--- src/rtl/mac_irq_pkg.sv ---
package mac_irq_pkg;
  localparam int DW = 8;

  localparam int A_TX_STAT = 0;
  localparam int A_TX_MASK = 1;
  localparam int A_RX_STAT = 2;
  localparam int A_RX_MASK = 3;
  localparam int A_SUMMARY = 4;

  localparam logic [DW-1:0] TX_STICKY = 8'hBF;
  localparam logic [DW-1:0] TX_LIVE   = 8'h40;
  localparam logic [DW-1:0] RX_STICKY = 8'h9F;
  localparam logic [DW-1:0] RX_LIVE   = 8'h00;

  localparam int SUM_TX_BIT  = 0;
  localparam int SUM_RX_BIT  = 1;
  localparam int SUM_DMA_BIT = 2;
endpackage

--- src/rtl/mac_irq_evt_bank.sv ---
module mac_irq_evt_bank #(
  parameter int W = 8,
  parameter logic [W-1:0] STICKY = '1,
  parameter logic [W-1:0] LIVE = '0
) (
  input  logic         clk,
  input  logic         rst_n,
  input  logic [W-1:0] evt,
  input  logic [W-1:0] live,
  input  logic         st_wr,
  input  logic         msk_wr,
  input  logic [W-1:0] wdata,
  output logic [W-1:0] status,
  output logic [W-1:0] mask,
  output logic         pend
);
  logic [W-1:0] st_q;
  logic [W-1:0] m_q;
  logic [W-1:0] clr;

  assign clr = st_wr ? wdata : '0;

  always_ff @(posedge clk) begin
    if (!rst_n) begin
      st_q <= '0;
      m_q  <= '0;
    end else begin
      st_q <= ((st_q & ~clr) | evt) & STICKY;
      if (msk_wr) m_q <= wdata & STICKY;
    end
  end

  assign status = st_q | (live & LIVE);
  assign mask   = m_q;
  assign pend   = |(st_q & m_q);

  for (genvar i = 0; i < W; i++) begin : g_bit
    if (STICKY[i]) begin : g_sticky
      assert_set_wins_R6: assert property (@(posedge clk) disable iff (!rst_n)
        evt[i] |=> st_q[i]);
      assert_clear_R5: assert property (@(posedge clk) disable iff (!rst_n)
        (st_wr && wdata[i] && !evt[i]) |=> !st_q[i]);
      assert_hold_R2: assert property (@(posedge clk) disable iff (!rst_n)
        (!evt[i] && !(st_wr && wdata[i])) |=> $stable(st_q[i]));
      assert_mask_wr_R7: assert property (@(posedge clk) disable iff (!rst_n)
        msk_wr |=> (m_q[i] == $past(wdata[i])));
    end
  end
endmodule

--- src/rtl/mac_irq_summary.sv ---
module mac_irq_summary
  import mac_irq_pkg::*;
(
  input  logic          clk,
  input  logic          rst_n,
  input  logic          tx_pend,
  input  logic          rx_pend,
  input  logic          dma_done,
  input  logic          sum_wr,
  input  logic          dma_clr_bit,
  output logic [DW-1:0] summary,
  output logic          irq
);
  logic dma_q;

  always_ff @(posedge clk) begin
    if (!rst_n) dma_q <= 1'b0;
    else        dma_q <= (dma_q & ~(sum_wr & dma_clr_bit)) | dma_done;
  end

  always_comb begin
    summary = '0;
    summary[SUM_TX_BIT]  = ~tx_pend;
    summary[SUM_RX_BIT]  = ~rx_pend;
    summary[SUM_DMA_BIT] = ~dma_q;
  end

  assign irq = tx_pend | rx_pend | dma_q;

  assert_dma_set_R9: assert property (@(posedge clk) disable iff (!rst_n)
    dma_done |=> dma_q);
  assert_dma_clear_R9: assert property (@(posedge clk) disable iff (!rst_n)
    (sum_wr && dma_clr_bit && !dma_done) |=> !dma_q);
endmodule

--- src/rtl/mac_irq_regs.sv ---
module mac_irq_regs
  import mac_irq_pkg::*;
#(
  parameter int AW = 5
) (
  input  logic          clk,
  input  logic          rst_n,
  input  logic [DW-1:0] tx_evt,
  input  logic          carrier,
  input  logic [DW-1:0] rx_evt,
  input  logic          dma_done,
  input  logic [AW-1:0] bus_addr,
  input  logic          bus_rd,
  input  logic          bus_wr,
  input  logic [DW-1:0] bus_wdata,
  output logic [DW-1:0] bus_rdata,
  output logic          irq
);
  logic [DW-1:0] tx_status, tx_mask, rx_status, rx_mask, summary;
  logic          tx_pend, rx_pend;
  logic          hit_txs, hit_txm, hit_rxs, hit_rxm, hit_sum, mapped;
  logic [DW-1:0] tx_live;

  assign hit_txs = bus_addr == AW'(A_TX_STAT);
  assign hit_txm = bus_addr == AW'(A_TX_MASK);
  assign hit_rxs = bus_addr == AW'(A_RX_STAT);
  assign hit_rxm = bus_addr == AW'(A_RX_MASK);
  assign hit_sum = bus_addr == AW'(A_SUMMARY);
  assign mapped  = hit_txs | hit_txm | hit_rxs | hit_rxm | hit_sum;

  assign tx_live = {DW{carrier}};

  mac_irq_evt_bank #(.W(DW), .STICKY(TX_STICKY), .LIVE(TX_LIVE)) u_tx (
    .clk(clk), .rst_n(rst_n), .evt(tx_evt), .live(tx_live),
    .st_wr(bus_wr & hit_txs), .msk_wr(bus_wr & hit_txm), .wdata(bus_wdata),
    .status(tx_status), .mask(tx_mask), .pend(tx_pend));

  mac_irq_evt_bank #(.W(DW), .STICKY(RX_STICKY), .LIVE(RX_LIVE)) u_rx (
    .clk(clk), .rst_n(rst_n), .evt(rx_evt), .live('0),
    .st_wr(bus_wr & hit_rxs), .msk_wr(bus_wr & hit_rxm), .wdata(bus_wdata),
    .status(rx_status), .mask(rx_mask), .pend(rx_pend));

  mac_irq_summary u_sum (
    .clk(clk), .rst_n(rst_n), .tx_pend(tx_pend), .rx_pend(rx_pend),
    .dma_done(dma_done), .sum_wr(bus_wr & hit_sum),
    .dma_clr_bit(bus_wdata[SUM_DMA_BIT]), .summary(summary), .irq(irq));

  always_ff @(posedge clk) begin
    if (!rst_n) begin
      bus_rdata <= '0;
    end else if (bus_rd) begin
      unique case (1'b1)
        hit_txs: bus_rdata <= tx_status;
        hit_txm: bus_rdata <= tx_mask;
        hit_rxs: bus_rdata <= rx_status;
        hit_rxm: bus_rdata <= rx_mask;
        hit_sum: bus_rdata <= summary;
        default: bus_rdata <= '0;
      endcase
    end
  end

  assert_rdata_hold_R11: assert property (@(posedge clk) disable iff (!rst_n)
    !bus_rd |=> $stable(bus_rdata));
  assert_unmapped_zero_R11: assert property (@(posedge clk) disable iff (!rst_n)
    (bus_rd && !mapped) |=> (bus_rdata == '0));
  assert_tx_pend_summary_R8: assert property (@(posedge clk) disable iff (!rst_n)
    (bus_rd && hit_sum && tx_pend) |=> !bus_rdata[SUM_TX_BIT]);
endmodule

--- config.mk ---
export PLATFORM = sky130hd
export DESIGN_NAME = mac_irq_regs
export DESIGN_NICKNAME = d
export VERILOG_FILES = /design/src/rtl/mac_irq_pkg.sv /design/src/rtl/mac_irq_evt_bank.sv /design/src/rtl/mac_irq_summary.sv /design/src/rtl/mac_irq_regs.sv
export SDC_FILE = /design/constraint.sdc
export NUM_CORES = 1
export LEC_CHECK = 0
export BUFFER_PORTS_ARGS = -buffer_cell sky130_fd_sc_hd__buf_2
export CAP_MARGIN = 20
export CORE_MARGIN = 2
export CORE_UTILIZATION = 58
export CTS_BUF_LIST = sky130_fd_sc_hd__clkbuf_4
export DETAILED_ROUTE_END_ITERATION = 8
export PLACE_DENSITY = 0.95
export REMOVE_ABC_BUFFERS = 1
export SYNTH_ARGS = -nofsm -noshare
export SYNTH_HDL_FRONTEND = slang
export SYNTH_SLANG_ARGS = --single-unit
--- constraint.sdc ---
create_clock -name clk -period 3.08 [get_ports clk]
set_input_delay 0.616 -clock clk [delete_from_list [all_inputs] [get_ports clk]]
set_output_delay 0.616 -clock clk [all_outputs]
set_load 0.01 [all_outputs]
==> results of run 1 <==
-- power by group through the flow --
stage	clock [mW]	combinational [mW]	sequential, mW
floorplan	0	0.0428	0.489
global placement	0	0.0906	0.492
detailed placement	0	0.0937	0.492
CTS	0.235	0.0938	0.482
global route	0.261	0.103	0.485
finish	0.231	0.0940	0.482
-- layout make-up --
| type | instances | area (µm²) |
|---|---|---|
| clock buffers | 6 | 45.04 |
| fillers | 220 | 863.3 |
| inverters | 1 | 3.754 |
| multi-input cells | 128 | 839.6 |
| flip-flops and latches | 35 | 700.7 |
| well taps | 31 | 38.79 |
| repair buffers | 39 | 195.2 |
-- metal layers --
| metal | GRT usage, % | part of all wire (%) |
|---|---|---|
| met4 | 11.90 | 1.3 |
| met2 | 37.21 | 47 |
| met5 | 0 | 0 |
| met1 | 31.66 | 43 |
| met3 | 7.834 | 8.2 |
-- stage by stage --
| stage | instances | util [%] | setup slack [ps] | cell area [µm²] |
|---|---|---|---|---|
| after floorplan | 164 | - | 1362 | 1544 |
| after global placement | 234 | 66.19 | 831.8 | 1778 |
| after detailed placement | 234 | 66.19 | 824.5 | 1778 |
| after CTS | 240 | 67.86 | 940.3 | 1823 |
| after global routing | 240 | 67.86 | 806.5 | 1823 |
| final | 240 | 67.86 | 948.9 | 1823 |
-- final timing paths --
| check | to | slack (ps) | start | cells after the start |
|---|---|---|---|---|
| setup reg to reg | bus_rdata[0] | 1830 | u_tx.st_q[2] | 3 |
| setup / recovery | irq | 950 | u_tx.st_q[2] | 3 |
| hold / removal | u_tx.st_q[7] | 480 | tx_evt[7] | 2 |
| hold reg to reg | u_rx.mask[3] | 480 | u_rx.mask[3] | 2 |
-- state kept, by name, summed over array words and instances (netlist names) --
name and cells:
u_tx.mask 7, u_rx.mask 6, u_rx.status 6, u_tx.st_q 7, bus_rdata 8, u_sum.dma_q 1
-- critical path, cell delays in order, from the launching register on --
cell,delay [ps]
dfxtp_1,350
a222oi_1,470
nand4_1,180
buf_2,180
-- cells in the mapped netlist --
cell / instances / area, µm²
a21boi_0: 12 / 90.09
a21oi_1: 6 / 30.03
a222oi_1: 1 / 10.01
a22o_1: 1 / 8.760
a22oi_1: 5 / 37.54
a31oi_1: 4 / 25.02
and2_0: 1 / 6.260
and3_1: 1 / 6.260
and3_2: 1 / 7.510
buf_1: 1 / 3.750
buf_2: 2 / 10.01
buf_4: 1 / 7.510
buf_6: 1 / 11.26
clkbuf_1: 6 / 22.52
dfxtp_1: 35 / 700.7
inv_1: 1 / 3.750
mux2_2: 1 / 11.26
mux2i_1: 1 / 10.01
mux4_2: 5 / 112.6
nand2_1: 17 / 63.81
nand2b_1: 6 / 37.54
nand3_1: 24 / 120.1
nand3b_1: 1 / 7.510
nand4_1: 3 / 18.77
nor2_1: 4 / 15.01
nor2b_1: 7 / 43.79
nor3_1: 1 / 5.000
nor4b_4: 1 / 23.77
o2111ai_1: 1 / 8.760
o21a_1: 8 / 60.06
o21ai_0: 16 / 80.08
-- logic make-up after synthesis --
kind of cell | after synthesis
simple gates | 67
compound gates | 54
flops | 35
buf+inv | 12
mux | 7
==> qor.txt, run 1 <==
Root buf cell: clkbuf_4
Number of port buffers: 39
Worst-path clk slew: 100 ps
H-Tree Level Count: 2
Max Clk Rate: 469.3 MHz
Die span in x: 56.51 µm
Fin crit period: 2131 ps
Final Power: 807.2 µW
Via-to-Cell Ratio: 6.100
Max-cap violations: 0
Layout cell share with drive strength beyond 1: 25.36%
DPL Wire Length: 2580 µm
Post-Route WL: 3594 µm
Post-CTS Setup Inserts: 0
Switching pwr: 202.9 µW
RD Place Congestion: 0.8290
Compound-Gate Fraction of Synth Area: 21.91%
Routed length per instance: 14.98 µm
Total core area: 0.002686 mm²
Vias post-DR: 1464
Avg Synthesized Cell Area: 9.137 µm²
Max transition margin: 46.02%
Number of buffers created by CTS: 5
Crit start category: flip-flop
Initial antenna violation count: 0
Grt total ovfl: 0
Total Routing Usage GR: 24.59%
Setup TNS: 0 ps
Via count of the first global-routing pass: 1351
Pin slew with the least headroom to its limit: 803.5 ps
Bufs on Longest Clock Path: 2
Syn Inst Count: 175
Area grow syn2layout: 14.01%
Clock power frac: 28.6%
Io pins: 44
Max Slew Vio Count: 0
Skew final: 4.054 ps
Post-Syn Area: 0.001599 mm²
Iteration-0 DRC Markers: 100
Combinational share of power: 11.6%
Cts-stage hold buffer count: 0
Reg power frac: 59.8%
Path type of the worst min-delay path: input pin to flip-flop
ANT cells: 0
Xor and xnor area share after synthesis: 0%
Endpoint kind of the worst setup timing path: primary output
Int Pwr: 604.3 µW
Period utilisation layout: 69.19%
Post-synthesis mux area share: 8.372%
Clk_lat worst skew: 330 ps
Status: finished, final reports clean
Final hold violation count: 0
Setup Viol. Count Final: 0
DRC Markers: 0
Commonest non-fill, non-tap cell in the layout: buf_2
WHS: 479.3 ps
CTS tree: done
Register area share after synthesis: 43.82%
Antenna viol nets, final: 0
TritonRoute pass-1 iters: 4
Power Density: 442.8 mW/mm²
Flops & latches, synth: 35
Post-CTS sizing: 0
Die Y: 56.51 µm
RSZ-0062 raised after global routing: no
Sw Share: 25.14%
Adder-Cell Fraction of Synth Area: 0%
Starting Density: 59.52%
IR drop worst, VDD: 424.5 µV
Cell variety after synth: 31
CP arrival: 1520 ps
Worst setup path category: flip-flop to primary output
First-pass GRT wire length: 6037 µm
Most frequent cells in the layout: buf_2 (39), dfxtp_1 (35), nand3_1 (24)
Die area: 0.003193 mm²
Largest family of logic cells by synthesized area: simple AND/OR/NAND/NOR gates
CP Data Required Time: 2460 ps
Num Clock Sinks: 35
Post-synthesis simple-gate area fraction: 22.22%
Max Fanout on Critical Path: 3
Maximum number of pins on one net before global-route repair: 49
FP Rows: 19
Final nets: 245
Pleak: 0.7110 nW
Yosys Warn Count: 0
Power figures use the tool's default switching activity.
==> run 2: changes to the inputs <==
--- a/config.mk
+++ b/config.mk
@@ -5,13 +5,14 @@
 export SDC_FILE = /design/constraint.sdc
 export NUM_CORES = 1
 export LEC_CHECK = 0
+export ABC_AREA = 1
 export BUFFER_PORTS_ARGS = -buffer_cell sky130_fd_sc_hd__buf_2
 export CAP_MARGIN = 20
 export CORE_MARGIN = 2
-export CORE_UTILIZATION = 58
+export CORE_UTILIZATION = 54
 export CTS_BUF_LIST = sky130_fd_sc_hd__clkbuf_4
 export DETAILED_ROUTE_END_ITERATION = 8
-export PLACE_DENSITY = 0.95
+export PLACE_DENSITY = 0.89
 export REMOVE_ABC_BUFFERS = 1
 export SYNTH_ARGS = -nofsm -noshare
 export SYNTH_HDL_FRONTEND = slang
==> constraint.sdc (replaced) <==
create_clock -name clk -period 2.1 [get_ports clk]
set_input_delay 0.42 -clock clk [delete_from_list [all_inputs] [get_ports clk]]
set_output_delay 0.42 -clock clk [all_outputs]
set_load 0.01 [all_outputs]
==> qor.txt, run 2 <==
Yosys Warn Count: 0 (unchanged)
Maximum number of pins on one net before global-route repair: 21 (was 49)
Combinational share of power: 11.5% (was 11.6%)
Synth top cells by count: nand2_1 (43), dfxtp_1 (35), a21oi_1 (33), o21ai_0 (33), inv_1 (31) (was dfxtp_1 (35), nand3_1 (24), nand2_1 (17), o21ai_0 (16), a21boi_0 (12))
Max Fanout on Critical Path: 3 (unchanged)
Flops & latches, synth: 35 (unchanged)
Post-CTS Setup Inserts: 0 (unchanged)
Antenna viol nets, final: 0 (unchanged)
Switching pwr: 320.5 µW (was 202.9 µW)
Commonest non-fill, non-tap cell in the layout: nand2_1 (was buf_2)
Bufs on Longest Clock Path: 2 (unchanged)
Max Clk Rate: 587.7 MHz
Worst setup path category: flip-flop to primary output (unchanged)
Cell family with the largest share of critical-path delay: simple AND/OR/NAND/NOR gates (was compound AO/OA/AOI/OAI gates)
FP Rows: 20 (was 19)
Fin crit period: 1702 ps
Slowest cell on crit path: dfxtp_1 (was a222oi_1)
Hold Path Origin: tx_evt[5] (was tx_evt[7])
TritonRoute pass-1 iters: 4 (unchanged)
Max Slew Vio Count: 0 (unchanged)
Cells along the critical path: nand2_1, nand2_1, nor2_1, nand2_1, nor2_1, nand3_1, buf_2 (was a222oi_1, nand4_1, buf_2)
CP arrival: 1280 ps (was 1520 ps)
Period utilisation layout: 81.03%
Post-synth top area cell: dfxtp_1 (unchanged)
CP max stage delay: 340 ps (was 470 ps)
Flop-to-flop setup slack: 1010 ps (was 1830 ps)
Number of port buffers: 39 (unchanged)
Fin cells: 321 (was 240)
Starting Density: 56.03% (was 59.52%)
IR drop worst, VDD: 354.7 µV (was 424.5 µV)
Clock power frac: 30.3% (was 28.6%)
Die Y: 60.05 µm (was 56.51 µm)
Path type of the worst min-delay path: input pin to flip-flop (unchanged)
Post-Syn Area: 0.001697 mm² (was 0.001599 mm²)
Largest cells by area after synthesis: dfxtp_1 (41%), a21oi_1 (9.7%), o21ai_0 (9.7%) (was dfxtp_1 (44%), nand3_1 (7.5%), mux4_2 (7.0%))
Most frequent cells in the layout: nand2_1 (43), buf_2 (39), dfxtp_1 (35) (was buf_2 (39), dfxtp_1 (35), nand3_1 (24))
Post-synthesis simple-gate area fraction: 24.93% (was 22.22%)
First-pass GRT wire length: 6637 µm (was 6037 µm)
Cell area after layout: 0.001964 mm² (was 0.001823 mm²)
Crit path top cell by count: nand2_1
RD Place Congestion: 0.9411 (was 0.8290)
Sw Share: 26.26% (was 25.14%)
Pleak: 0.9572 nW (was 0.7110 nW)
Total core area: 0.003028 mm² (was 0.002686 mm²)
Critical R2R Launch: u_tx.st_q[5] (was u_tx.st_q[2])
Pin slew with the least headroom to its limit: 637.7 ps (was 803.5 ps)
EDFF count, synth: 0 (unchanged)
Setup TNS: 0 ps (unchanged)
Int Pwr: 899.8 µW (was 604.3 µW)
Most common cell in the synthesized netlist: nand2_1 (was dfxtp_1)
Total Routing Usage GR: 25.13% (was 24.59%)
Reg power frac: 58.2% (was 59.8%)
H-Tree Level Count: 2 (unchanged)
Root buf cell: clkbuf_4 (unchanged)
Register area share after synthesis: 41.30% (was 43.82%)
Cts-stage hold buffer count: 0 (unchanged)
Num Clock Sinks: 35 (unchanged)
Syn Inst Count: 236 (was 175)
Main synth FF type: dfxtp_1 (unchanged)
Die area: 0.003606 mm² (was 0.003193 mm²)
Gr busiest metal: met2 (unchanged)
Xor and xnor area share after synthesis: 0% (unchanged)
Worst-path clk slew: 100 ps (about the same)
ANT cells: 0 (unchanged)
Final Power: 1.220 mW (was 807.2 µW)
Clk_lat worst skew: 330 ps (about the same)
Post-CTS sizing: 0 (unchanged)
Inst Count DP: 313 (was 234)
Grt total ovfl: 0 (unchanged)
Vias post-DR: 1693 (was 1464)
DRC Markers: 0 (unchanged)
Number of buffers created by CTS: 5 (unchanged)
Compound-Gate Fraction of Synth Area: 22.35% (was 21.91%)
Placed cell areas: 0.001907 mm² (was 0.001778 mm²)
Area grow syn2layout: 15.78% (was 14.01%)
WP buf/inv: 1 (unchanged)
Die span in x: 60.05 µm (was 56.51 µm)
DPL Wire Length: 2875 µm (was 2580 µm)
CP Data Required Time: 1680 ps (was 2460 ps)
Met1 global-route usage: 32.35% (was 31.66%)
RSZ-0062 raised after global routing: no (unchanged)
Crit start category: flip-flop (unchanged)
Initial antenna violation count: 0 (unchanged)
CTS tree: done (unchanged)
Ys async rst share: 0% (unchanged)
Max transition margin: 57.44% (was 46.02%)
Skew final: 3.561 ps (was 4.054 ps)
Status: finished, final reports clean (unchanged)
Endpoint kind of the worst setup timing path: primary output (unchanged)
Cell variety after synth: 21 (was 31)
Met3 GRT Util: 3.896% (was 7.834%)
Avg Synthesized Cell Area: 7.189 µm² (was 9.137 µm²)
Area share of the largest cell type after synthesis: 41.30% (was 43.82%)
Io pins: 44 (unchanged)
Largest family of logic cells by synthesized area: simple AND/OR/NAND/NOR gates (unchanged)
Setup Viol. Count Final: 0 (unchanged)
GRT met2 Usage: 40.99% (was 37.21%)
Via-to-Cell Ratio: 5.274 (was 6.100)
Top reg by flops: bus_rdata (unchanged)
Final Util: 64.88% (was 67.86%)
Adder-Cell Fraction of Synth Area: 0% (unchanged)
Worst Setup SP: u_rx.status[4] (was u_tx.st_q[2])
Max-cap violations: 0 (unchanged)
Final nets: 311 (was 245)
Layout cell share with drive strength beyond 1: 22.74% (was 25.36%)
Final hold violation count: 0 (unchanged)
Post-Route WL: 3992 µm (was 3594 µm)
Power Density: 621.2 mW/mm² (was 442.8 mW/mm²)
Iteration-0 DRC Markers: 119 (was 100)
Max FFs per register: 8 (unchanged)
Post-synthesis mux area share: 0% (was 8.372%)
Via count of the first global-routing pass: 1504 (was 1351)
Routed length per instance: 12.44 µm (was 14.98 µm)
run 2: layout make-up:
type                    instances  area, µm²
fillers                       275       1064
multi-input cells             158      802.0
flip-flops and latches         35      700.7
repair buffers                 43      225.2
inverters                      33      123.9
well taps                      44      55.05
clock buffers                   7      52.55
clock inverters                 1      5.005
run 2: routing by layer:
| metal | part of all wire, % | vias up |
|---|---|---|
| met1 | 45 | 757 |
| met5 | 0 | - |
| met4 | 1.6 | 0 |
| li1 | - | 869 |
| met2 | 47 | 60 |
| met3 | 6.5 | 7 |
run 2: power groups by stage:
stage	Clock, mW	Combinational, mW	Sequential, mW
after floorplan	0	0.0716	0.721
after global placement	0	0.135	0.724
after detailed placement	0	0.139	0.725
after CTS	0.379	0.140	0.710
after global routing	0.414	0.158	0.715
final	0.370	0.140	0.710
run 2: kinds of logic (layout without fill, tap and decap cells):
family                 Yosys count  count (layout)
buffers and inverters           43              84
AOI/OAI and AO/OA               72              72
DFF                             35              35
and+or+nand+nor                 86              86
run 2: path summary, 6_finish.rpt:
path | endpoint | cells after the start
min | u_tx.st_q[5] | 3
max reg2reg | bus_rdata[0] | 7
min reg2reg | bus_rdata[4] | 2
max | irq | 7
run 2: metrics by stage:
step	setup slack [ps]	hold WS, ps
floorplan	249.5	438.6
global placement	310.5	448.6
detailed placement	289.4	452.2
CTS	387.1	279.1
global route	253.3	270.8
finish	398.5	283.7
run 2: worst reg2reg max path, stage by stage, from the launching register on:
cell,delay [ps]
dfxtp_1,340
nand2_1,100
nand2_1,60
nor2_1,140
nand2_1,80
o21ai_0,170
nor2_1,70
nor2_1,80
